$ cat src/rtl/mcycle_seq_pkg.sv
package mcycle_seq_pkg;
  localparam int ADDR_W = 16;
  localparam int DATA_W = 8;
  localparam int CYC_W  = 3;
  localparam int MC_W   = 3;

  // cycle-type codes seen by the bus cycle generator
  localparam logic [CYC_W-1:0] CYC_FETCH = 3'b011;
  localparam logic [CYC_W-1:0] CYC_READ  = 3'b010;

  localparam logic [DATA_W-1:0] OP_ADDIMM  = 8'hC6;
  localparam logic [DATA_W-1:0] OP_LOADDIR = 8'h3A;

  typedef enum logic [MC_W-1:0] {
    MC1 = 3'd1,
    MC2 = 3'd2,
    MC3 = 3'd3,
    MC4 = 3'd4
  } mcyc_t;

  // strobes from control to datapath, valid together with busDone
  typedef struct packed {
    logic loadIr;
    logic incPc;
    logic addAcc;
    logic loadAcc;
    logic loadLo;
    logic loadHi;
    logic useTmp;   // address source: 1 = temporary address, 0 = program counter
  } seqStrobe_t;
endpackage

$ cat src/rtl/mcycle_seq_control.sv
module mcycle_seq_control
  import mcycle_seq_pkg::*;
(
  input  logic              clk,
  input  logic              rst,
  input  logic              busDone,
  input  logic [DATA_W-1:0] busData,
  input  logic [DATA_W-1:0] irQ,
  output seqStrobe_t        strobe,
  output logic [CYC_W-1:0]  cycType,
  output logic [MC_W-1:0]   mCycle,
  output logic              instrDone
);
  mcyc_t curCyc, nextCyc;
  logic  lastCyc;

  // the opcode is decoded from the bus in cycle 1, from the instruction register later
  always_comb begin
    strobe  = '0;
    nextCyc = MC1;
    lastCyc = 1'b0;
    unique case (curCyc)
      MC1: begin
        strobe.loadIr = 1'b1;
        strobe.incPc  = 1'b1;
        if (busData == OP_ADDIMM || busData == OP_LOADDIR) nextCyc = MC2;
        else lastCyc = 1'b1;
      end
      MC2: begin
        strobe.incPc = 1'b1;
        if (irQ == OP_ADDIMM) begin
          strobe.addAcc = 1'b1;
          lastCyc       = 1'b1;
        end else begin
          strobe.loadLo = 1'b1;
          nextCyc       = MC3;
        end
      end
      MC3: begin
        strobe.loadHi = 1'b1;
        strobe.incPc  = 1'b1;
        nextCyc       = MC4;
      end
      MC4: begin
        strobe.loadAcc = 1'b1;
        strobe.useTmp  = 1'b1;
        lastCyc        = 1'b1;
      end
      default: lastCyc = 1'b1;
    endcase
    if (!busDone) begin
      strobe.loadIr  = 1'b0;
      strobe.incPc   = 1'b0;
      strobe.addAcc  = 1'b0;
      strobe.loadAcc = 1'b0;
      strobe.loadLo  = 1'b0;
      strobe.loadHi  = 1'b0;
    end
  end

  always_ff @(posedge clk) begin
    if (rst) begin
      curCyc    <= MC1;
      instrDone <= 1'b0;
    end else begin
      instrDone <= busDone && lastCyc;
      if (busDone) curCyc <= nextCyc;
    end
  end

  assign cycType = (curCyc == MC1) ? CYC_FETCH : CYC_READ;
  assign mCycle  = curCyc;

  // machine-cycle number moves only after a completion strobe
  p_cycle_hold_r8: assert property (@(posedge clk) disable iff (rst)
    (!$past(rst) && !$past(busDone)) |-> $stable(mCycle));

  // completion pulse lasts one clock
  p_done_pulse_r9: assert property (@(posedge clk) disable iff (rst)
    instrDone |=> !instrDone);

  // an instruction always finishes with the sequencer back at cycle 1
  p_restart_fetch_r2: assert property (@(posedge clk) disable iff (rst)
    instrDone |-> (mCycle == 3'd1));

  // cycles 3 and 4 occur only under load-direct
  p_deep_cycle_r5: assert property (@(posedge clk) disable iff (rst)
    (mCycle > 3'd2) |-> (irQ == OP_LOADDIR));
endmodule

$ cat src/rtl/mcycle_seq_datapath.sv
module mcycle_seq_datapath
  import mcycle_seq_pkg::*;
(
  input  logic              clk,
  input  logic              rst,
  input  seqStrobe_t        strobe,
  input  logic [DATA_W-1:0] busData,
  output logic [ADDR_W-1:0] busAddr,
  output logic [ADDR_W-1:0] pcQ,
  output logic [DATA_W-1:0] irQ,
  output logic [ADDR_W-1:0] tmpQ,
  output logic [DATA_W-1:0] accQ,
  output logic              carryQ
);
  localparam int HALF = ADDR_W / 2;

  logic [DATA_W:0] sumWide;
  assign sumWide = {1'b0, accQ} + {1'b0, busData};

  always_ff @(posedge clk) begin
    if (rst) begin
      pcQ    <= '0;
      irQ    <= '0;
      tmpQ   <= '0;
      accQ   <= '0;
      carryQ <= 1'b0;
    end else begin
      if (strobe.incPc)  pcQ <= pcQ + 1'b1;
      if (strobe.loadIr) irQ <= busData;
      if (strobe.loadLo) tmpQ[HALF-1:0] <= busData;
      if (strobe.loadHi) tmpQ[ADDR_W-1:HALF] <= busData;
      if (strobe.addAcc) begin
        accQ   <= sumWide[DATA_W-1:0];
        carryQ <= sumWide[DATA_W];
      end else if (strobe.loadAcc) begin
        accQ <= busData;
      end
    end
  end

  assign busAddr = strobe.useTmp ? tmpQ : pcQ;

  // the program counter only ever steps forward by one
  p_pc_step_r6: assert property (@(posedge clk) disable iff (rst)
    (!$past(rst) && !$stable(pcQ)) |-> (pcQ == $past(pcQ) + 1'b1));

  // the load-direct data read leaves the program counter alone
  p_no_pc_on_data_r5: assert property (@(posedge clk) disable iff (rst)
    strobe.loadAcc |=> $stable(pcQ));

  // carry moves only on an add
  p_carry_hold_r4: assert property (@(posedge clk) disable iff (rst)
    !strobe.addAcc |=> $stable(carryQ));
endmodule

$ cat src/rtl/mcycle_sequencer.sv
module mcycle_sequencer
  import mcycle_seq_pkg::*;
(
  input  logic              clk,
  input  logic              rst,
  input  logic              busDone,
  input  logic [7:0]        busData,
  output logic [2:0]        cycType,
  output logic [15:0]       busAddr,
  output logic [2:0]        mCycle,
  output logic [15:0]       pc,
  output logic [7:0]        ir,
  output logic [15:0]       tmpAddr,
  output logic [7:0]        acc,
  output logic              carry,
  output logic              instrDone
);
  seqStrobe_t strobe;
  logic [DATA_W-1:0] irQ;

  mcycle_seq_control i_control (
    .clk       (clk),
    .rst       (rst),
    .busDone   (busDone),
    .busData   (busData),
    .irQ       (irQ),
    .strobe    (strobe),
    .cycType   (cycType),
    .mCycle    (mCycle),
    .instrDone (instrDone)
  );

  mcycle_seq_datapath i_datapath (
    .clk     (clk),
    .rst     (rst),
    .strobe  (strobe),
    .busData (busData),
    .busAddr (busAddr),
    .pcQ     (pc),
    .irQ     (irQ),
    .tmpQ    (tmpAddr),
    .accQ    (acc),
    .carryQ  (carry)
  );

  assign ir = irQ;

  // request stays steady until the cycle completes
  p_req_steady_r8: assert property (@(posedge clk) disable iff (rst)
    (!$past(rst) && !$past(busDone)) |-> ($stable(busAddr) && $stable(cycType)));

  // only the first cycle of an instruction may be a fetch
  p_read_type_r3: assert property (@(posedge clk) disable iff (rst)
    (mCycle != 3'd1) |-> (cycType == 3'b010));
endmodule

$ cat config.mk
export PLATFORM = sky130hd
export DESIGN_NAME = mcycle_sequencer
export DESIGN_NICKNAME = d
export VERILOG_FILES = /design/src/rtl/mcycle_seq_pkg.sv /design/src/rtl/mcycle_seq_control.sv /design/src/rtl/mcycle_seq_datapath.sv /design/src/rtl/mcycle_sequencer.sv
export SDC_FILE = /design/constraint.sdc
export NUM_CORES = 1
export LEC_CHECK = 0
export ABC_AREA = 0
export BUFFER_PORTS_ARGS = -buffer_cell sky130_fd_sc_hd__buf_2
export CAP_MARGIN = 40
export CORE_MARGIN = 4
export CORE_UTILIZATION = 40
export DETAILED_ROUTE_END_ITERATION = 6
export GPL_TIMING_DRIVEN = 0
export RECOVER_POWER = 50
export SLEW_MARGIN = 10
export SYNTH_ARGS = -nofsm -noshare
export SYNTH_HDL_FRONTEND = slang
export SYNTH_HIERARCHICAL = 1
export SYNTH_SLANG_ARGS = --single-unit
$ cat constraint.sdc
create_clock -name clk -period 2.5 [get_ports clk]
set_input_delay 0.5 -clock clk [delete_from_list [all_inputs] [get_ports clk]]
set_output_delay 0.5 -clock clk [all_outputs]
set_load 0.005 [all_outputs]
Word level (Yosys, flattened, before mapping) --
Cells that the tools add are included.
Operators by class: add/subtract/negate cells 2, multipliers 0, div/mod/pow operators 0, magnitude comparators 0, eq/ne operators 7, shifts and indexed selects 0, mux-type cells 18, bitwise gates (word level) 0, reduce and logical (&&, ||, !) cells 4
Operators with widths (number):
- $add A16 B1 Y16 const B | 1
- $eq A8 B8 Y1 const B | 2
- $mux W16 | 1
- $mux W8 | 2
- $mux W1 | 10
- $add A8 B8 Y9 | 1
- $pmux W3 S3 | 1
- $eq A8 B6 Y1 const B | 1
- $eq A3 B2 Y1 const B | 2
- $mux W6 | 1
- $mux W2 | 2
- $eq A3 B1 Y1 const B | 1
- $eq A3 B3 Y1 const B | 1
- $pmux W1 S3 | 1
- $reduce_or A3 Y1 | 1
- $reduce_bool A2 Y1 | 1
- $logic_and A1 B1 Y1 | 1
- $logic_or A1 B1 Y1 | 1
Word-level totals: register bits 53, bits in latches 0, RAM bits 0, bits in read-only memories 0, bits of input ports 11, output and inout bits 72, word-level logic and storage cells 39, memories 0

Longest topological paths before layout --
Gate-level depths: netlist of the first run.
depth in word-level cells 6, mapped depth 8, gate-level depth less buffers 7

By module --
Netlist of the first run, hierarchy kept.
By module, submodules not included:
- mcycle_seq_datapath | instances 1, cells an instance 259, area each 2457.4 um^2, sequential area each 980.9 um^2
- mcycle_seq_control | instances 1, cells an instance 42, area each 329.1 um^2, sequential area each 80.1 um^2

Worst setup path after synthesis of the first run --
OpenSTA, ideal clock, no wires.
path type register -> output, start point reg i_control.curCyc[1], in the netlist i_control/mCycle[1], end point out busAddr[10], arrival time 1569 ps, data required time 2000 ps, slack 431 ps, stages on the path, launching flop included 6, buffers on the path 3, path through dfxtp_1 -> clkbuf_2 -> nor3b_1 -> buf_2 -> buf_1 -> mux2_2
RTL lines:
- start, declared | line mcycle_seq_control.sv:14 | mcyc_t curCyc, nextCyc;
- start signal, assigned | line mcycle_seq_control.sv:67 | if (busDone) curCyc <= nextCyc;
- end, declared | line mcycle_sequencer.sv:9 | output logic [15:0] busAddr,

==> results.md, run 1 <==
* CP dominant cell by count: buf_4
* Area post-placement at 3310 µm²
* Nature of the critical path startpoint: flip-flop
* Port buffer count at 80
* Share of layout cells above drive strength 1 at 23.5%
* Initial antenna violation count at 0
* Die ar. at 8360 µm²
* CTS H-tree lvls at 2
* Nets at 411
* Final Max Tran Viols at 0
* Max Freq at roughly 0.41 GHz
* Design Area, Final at 3380 µm²
* Slew headroom at a little under three fifths
* Num ports at 83
* Core area at 6790 µm²
* Sw Pwr at 0.382 mW
* Clk pwr share at 33.6%
* CTS root buffer: clkbuf_8
* Sw frac at 25.7%
* Vias at roughly 2400
* DRC viols at 0
* CP endpoint kind: primary output
* Wire per inst at 14.9 µm
* Num rows at 30
* Placed insts at 477
* CTS buffer count at 5
* Total grt overflow at 0
* Ranking of synthesized cells by area: dfxtp_1 (38%), mux2i_1 (11%), nor2_1 (7.3%), mux2_2 (5.7%), ha_1 (4.0%)
* Clock Tree Buf Depth at 2
* Routed vias/inst at 5.00
* Max Cap Viol at 0
* Final wirelength at 7270 µm
* DIE HEIGHT at 91.5 µm
* Pleak at approximately 1.4 nW
* Cell variety after synth at between 40 and 50
* Pre-CTS WS at 0.0371 ns
* Largest net degree at the start of global routing at 18
* Tmin final at 2.42 ns
* Non-filler cells, final at 487
* Setup Skew at 0.00553 ns
* VDD IR max at 0.273 mV
* Delay of the slowest critical-path stage at ~0.34 ns
* Part of the power in registers at 58.5%
* Hold Path Class: input port to flip-flop
* GRT Util Overall at 17.4%
* Final hold violation count at 0
* RSZ-0062 raised after global routing: no
* CTS tree: built
* Main synth FF type: dfxtp_1
* Endpoints failing setup at 0
* Slew of the pin with the lowest slew margin at 0.658 ns
* DPL Wire Length at 5430 µm
* Status: completed
* Pwr Total at about 1.5 mW
* Mapped Area at between 2000 and 3000 µm²
* Post-synth top area cell: dfxtp_1
* Setup slack after layout at between 0.08 and 0.09 ns
* Post-synth top cells: nor2_1 (54), dfxtp_1 (53), mux2i_1 (32)
* Antenna violation net count after detailed routing at 0
* Die Span X at between 90 and 100 µm
* Number of global-route vias before repair at 2291
* Count leader, synth: nor2_1
* CP Max Fanout at 10
* Period Utilization, post-route at 96.7%
* CTS Sinks at 53
* Clock latency on the worst-skew pair at ~0.31 ns
* CTS clk-pin slew, worst paths at roughly 0.10 ns
* Post-Synthesis Cells at approximately 300
* Number of diodes at 0
* Post-route setup TNS at 0 ns
* Worst EP required at roughly 2 ns
* Synthesized flop and latch total at between 50 and 60
* DR pass1 iterations at 4
* Reg-to-reg setup timing slack at 0.24 ns
* Crit path cell chain: clkbuf_2 -> nor3b_1 -> buf_4 -> buf_4 -> mux2_2 -> buf_2
* Share of the synthesized area in the top cell type at 38.1%
* Worst hold slack at 0.472 ns
* Seq/Total Area, Yosys at between 30% and 40%
* End-of-flow core utilization at 49.8%
* Initial Util at 41.0%
* Mean area per synthesized cell at between 9 and 10 µm²
* GPL Wtd Cong at 0.820
* Initial DRC Count at 83
* Post-synth EDFFs at 0
* Crit path DAT at approximately 1.9 ns
* Internal power at 1.10 mW
* Fraction of registers with async set/reset at 0%
* YS warnings at 6
* Combinational Power Share at 8.0%
* Crit-path slowest cell: mux2_2
* Area added between synthesis and finish at 21.4%
* Pwr Density at 439 nW/µm²
* First-pass GRT wire length at about 12000 µm
* Crit Path Class: flip-flop to primary output
* Syn_nets at 322
[path summary, 6_finish.rpt]
check / start / end / cells past startpoint
worst max-delay path: i_control/mCycle[1]$_SDFFE_PP0P_ / busAddr[8] / 6
worst min-delay path: rst / i_control/mCycle[2]$_SDFFE_PP0P_ / 2
worst max register to register: i_datapath/irQ[3]$_SDFFE_PP0P_ / i_datapath/accQ[5]$_SDFFE_PP0P_ / 6
worst min register to register: i_datapath/irQ[0]$_SDFFE_PP0P_ / i_datapath/irQ[0]$_SDFFE_PP0P_ / 2
[cells in the final DEF (no fill, tap or decap), types with 2 or more instances in the layout]
cell type / instances
a211oi_1: 9
a21o_1: 3
a21oi_1: 12
and3_1: 2
and4b_1: 2
and4bb_1: 2
buf_2: 55
buf_4: 6
clkbuf_1: 35
clkbuf_8: 5
clkinv_4: 2
conb_1: 2
dfxtp_1: 53
ha_1: 9
inv_1: 5
mux2_2: 14
mux2i_1: 32
nand2_1: 10
nand2b_1: 3
nand3_1: 3
nand4_1: 4
nor2_1: 54
nor2b_1: 4
nor3_1: 6
nor4_2: 4
o21a_1: 2
o21ai_0: 10
o21bai_1: 2
o311a_1: 2
or2_2: 2
or3_1: 3
xnor2_1: 9
xor2_1: 7
[final cells by class]
type / count / area, µm²
Inverter: 5 / 18.8
Fill cell: 683 / 3410
Buffer: 16 / 77.6
Timing Repair Buffer: 82 / 383
Sequential cell: 53 / 1060
Clock inverter: 3 / 22.5
Multi-Input combinational cell: 227 / 1630
Tap cell: 96 / 120
Clock buffer: 5 / 68.8
[sequential cells by signal, indices dropped and copies added (netlist names)]
register	cells
i_control/mCycle	3
i_datapath/tmpQ	16
i_datapath/irQ	8
i_datapath/accQ	8
i_datapath/pcQ	16
i_datapath/carryQ	1
i_control/instrDone	1
[logic make-up (layout without fill, tap and decap cells)]
kind of cell / count (synthesis) / count (layout) / synth area share [%]
flops: 53 / 53 / 38.1
mux: 46 / 46 / 17.2
simple gates: 107 / 107 / 20.7
xor+xnor: 16 / 16 / 5.03
other cells: 2 / 2 / 0.270
compound gates: 46 / 46 / 10.7
buf+inv: 21 / 111 / 3.28
fa+ha+maj: 10 / 10 / 4.76
[power by group through the flow]
| stage | combinational (mW) | sequential, mW | clock, mW |
|---|---|---|---|
| after global routing | 0.131 | 0.871 | 0.558 |
| final | 0.118 | 0.868 | 0.499 |
| after floorplan | 0.0648 | 0.887 | 0 |
| after CTS | 0.122 | 0.868 | 0.518 |
| after detailed placement | 0.122 | 0.888 | 0 |
| after global placement | 0.120 | 0.887 | 0 |
[repair_timing]
action,CTS,global route
gates resized for setup,3,0
endpoints found under the setup margin,8,0
hold buffers,0,0
buffers inserted,2,0
[critical path, delay by kind of cell (launching register included)]
family	cells	cell delay [ns]
flip-flops	1	0.32
AND/OR/NAND/NOR	1	0.31
multiplexers	1	0.34
buffers and inverters	4	0.64
[layer usage]
| layer | GRT usage, % | vias up | wire (µm) |
|---|---|---|---|
| met1 | 24.1 | 1134 | 3420 |
| met5 | 0 | - | 0 |
| met3 | 2.82 | 8 | 342 |
| li1 | - | 1238 | - |
| met2 | 27.6 | 57 | 3440 |
| met4 | 5.28 | 0 | 73 |
Power figures use the tool's default switching activity.
==> inputs of run 2 (changes only) <==
==> constraint.sdc (replaced) <==
create_clock -name clk -period 2.9 [get_ports clk]
set_input_delay 0.58 -clock clk [delete_from_list [all_inputs] [get_ports clk]]
set_output_delay 0.58 -clock clk [all_outputs]
set_load 0.005 [all_outputs]
==> run 2 against run 1 <==
Final area shrank 0.74%. Total power shrank 14%. Flip-flop and latch count is the same. Sequential power shrank 14%. Highest routed layer unchanged. Via count shrank 1.0%. Clock-buffer cell count is the same. Largest power group unchanged. Worst hold slack gained 0.059 ns. Register-to-register slack gained 0.40 ns. Wire length shrank 0.87%. Clock skew grew 0.0031 ns. Worst setup slack gained 0.26 ns. Non-clock buffer count shrank 3.
==> results.md, run 2 (synthesized netlist as in run 1, its figures left out) <==
* Status: completed (unchanged)
* Initial DRC Count at 87 (was 83)
* Met2 usage at 27.8% (was 27.6%)
* CTS clk-pin slew, worst paths at 0.10 ns (about the same)
* Clock Tree Buf Depth at 2 (unchanged)
* CP Max Fanout at 18 (was 10)
* Hold Path Class: flip-flop to flip-flop (was input port to flip-flop)
* Pleak at 1.41 nW (was 1.43 nW)
* Period Utilization, post-route at 88.0%
* CTS buffer count at 5 (unchanged)
* Most common cell after layout, fill and taps aside: buf_2 (unchanged)
* Area added between synthesis and finish at 20.5% (was 21.4%)
* Slew of the pin with the lowest slew margin at 0.612 ns (was 0.658 ns)
* End-of-flow core utilization at 49.4% (was 49.8%)
* Clock latency on the worst-skew pair at 0.31 ns (about the same)
* Final wirelength at 7210 µm (was 7270 µm)
* Largest regs: i_datapath/pcQ x16, i_datapath/tmpQ x16 (unchanged)
* Commonest non-fill, non-tap cells in the layout: buf_2 (56), nor2_1 (54), dfxtp_1 (53) (was buf_2 (55), nor2_1 (54), dfxtp_1 (53))
* Worst hold slack at 0.531 ns (was 0.472 ns)
* Total grt overflow at 0 (unchanged)
* Reg-to-reg setup timing slack at 0.64 ns (was 0.24 ns)
* GRT met3 Usage at 2.82% (unchanged)
* R2r worst-path depth at 6 (unchanged)
* Crit Path Class: flip-flop to primary output (unchanged)
* GRT Util Overall at 17.4% (unchanged)
* Hold path endpoint: i_datapath/irQ[0]$_SDFFE_PP0P_ (was i_control/mCycle[2]$_SDFFE_PP0P_)
* Die ar. at 8360 µm² (unchanged)
* Nets at 408 (was 411)
* Resized cells post-CTS at 0 (was 3)
* Antenna violation net count after detailed routing at 0 (unchanged)
* Routed vias/inst at 4.98 (was 5.00)
* Setup Skew at 0.00865 ns (was 0.00553 ns)
* Number of global-route vias before repair at 2285 (was 2291)
* Share of layout cells above drive strength 1 at 22.9% (was 23.5%)
* Pwr Density at 381 nW/µm² (was 439 nW/µm²)
* CTS H-tree lvls at 2 (unchanged)
* Slew headroom at 59.2% (was 56.1%)
* Num rows at 30 (unchanged)
* Port buffer count at 80 (unchanged)
* Most Used Layer, Global Route: met2 (unchanged)
* Tmin final at 2.55 ns
* Hold Crit Depth at 2 (unchanged)
* Post-route setup TNS at 0 ns (unchanged)
* Max Freq at 0.392 GHz
* CP endpoint kind: primary output (unchanged)
* GPL Wtd Cong at 0.820 (unchanged)
* Number of diodes at 0 (unchanged)
* CTS Sinks at 53 (unchanged)
* Final Max Tran Viols at 0 (unchanged)
* FILL cells at 684 (was 683)
* Area post-placement at 3310 µm² (unchanged)
* Nature of the critical path startpoint: flip-flop (unchanged)
* Initial antenna violation count at 0 (unchanged)
* Num ports at 83 (unchanged)
* Register Area at 1060 µm² (unchanged)
* Worst EP required at 2.32 ns (was 2.00 ns)
* Initial Util at 41.0% (unchanged)
* # Post-CTS Setup Buffers at 0 (was 2)
* Wire per inst at 14.9 µm (about the same)
* DRC viols at 0 (unchanged)
* DIE HEIGHT at 91.5 µm (unchanged)
* Die Span X at 91.5 µm (unchanged)
* Met1 Use GR at 24.0% (was 24.1%)
* Core area at 6790 µm² (unchanged)
* Vias at 2412 (was 2437)
* DR pass1 iterations at 4 (unchanged)
* First-pass GRT wire length at 11800 µm (about the same)
* Endpoints failing setup at 0 (unchanged)
* Multi-input logic area at 1630 µm² (unchanged)
* Largest net degree at the start of global routing at 18 (unchanged)
* Design Area, Final at 3360 µm² (was 3380 µm²)
* Hold buffer count at CTS at 0 (unchanged)
* CTS tree: built (unchanged)
* Crit path DAT at 1.97 ns (was 1.92 ns)
* Min-delay src: i_datapath/irQ[0]$_SDFFE_PP0P_ (was rst)
* Max Cap Viol at 0 (unchanged)
* DPL Wire Length at 5430 µm (unchanged)
* RR Endpoint: i_datapath/accQ[5]$_SDFFE_PP0P_ (unchanged)
* Pwr Total at 1.28 mW (was 1.49 mW)
* VDD IR max at 0.235 mV (was 0.273 mV)
* Reg2Reg Launch Point: i_datapath/irQ[3]$_SDFFE_PP0P_ (unchanged)
* Final hold violation count at 0 (unchanged)
* RSZ-0062 raised after global routing: no (unchanged)
* CTS root buffer: clkbuf_8 (unchanged)
## run 2: stage by stage
step	setup WS [ns]	instances
2_1_floorplan	0.751	301
3_3_place_gp	0.320	477
3_5_place_dp	0.357	477
4_1_cts	0.00338	485
5_1_grt	0.216	484
6_report	0.348	484
## run 2: report_power, final
| group | switching, mW | internal (mW) |
|---|---|---|
| sequential | 0.0103 | 0.738 |
| combinational | 0.0610 | 0.0405 |
| clock | 0.259 | 0.172 |
## run 2: how the worst max path moves through the flow
| stage | start | endpoint | slack, ns | cells after the start |
|---|---|---|---|---|
| floorplan | i_control/mCycle[1]$_SDFFE_PP0P_ | busAddr[10] | 0.75 | 5 |
| global placement | i_control/mCycle[1]$_SDFFE_PP0P_ | busAddr[8] | 0.32 | 6 |
| detailed placement | i_control/mCycle[1]$_SDFFE_PP0P_ | busAddr[12] | 0.36 | 6 |
| CTS | i_control/mCycle[1]$_SDFFE_PP0P_ | busAddr[12] | 0.003 | 6 |
| global route | i_control/mCycle[1]$_SDFFE_PP0P_ | busAddr[13] | 0.22 | 5 |
| finish | i_control/mCycle[1]$_SDFFE_PP0P_ | busAddr[3] | 0.35 | 5 |
## run 2: cell type report
| cell class | instances | share of cell area [%] |
|---|---|---|
| Multi-Input combinational cell | 227 | 48.6 |
| Sequential cell | 53 | 31.6 |
| Timing Repair Buffer | 80 | 11.0 |
| Tap cell | 96 | 3.58 |
| Clock buffer | 5 | 2.05 |
| Buffer | 15 | 2.01 |
| Clock inverter | 3 | 0.671 |
| Inverter | 5 | 0.559 |
## run 2: per-layer routing
metal | up-vias | routed length (µm)
met3 | 8 | 313
met4 | 0 | 73
met1 | 1123 | 3430
met2 | 51 | 3390
li1 | 1230 | -
met5 | - | 0
## run 2: worst max-delay path, stage by stage, from the launching register on
cell and delay, ns:
dfxtp_1 0.32, clkbuf_2 0.16, nor3b_1 0.27, buf_2 0.41, mux2_2 0.38, buf_2 0.13
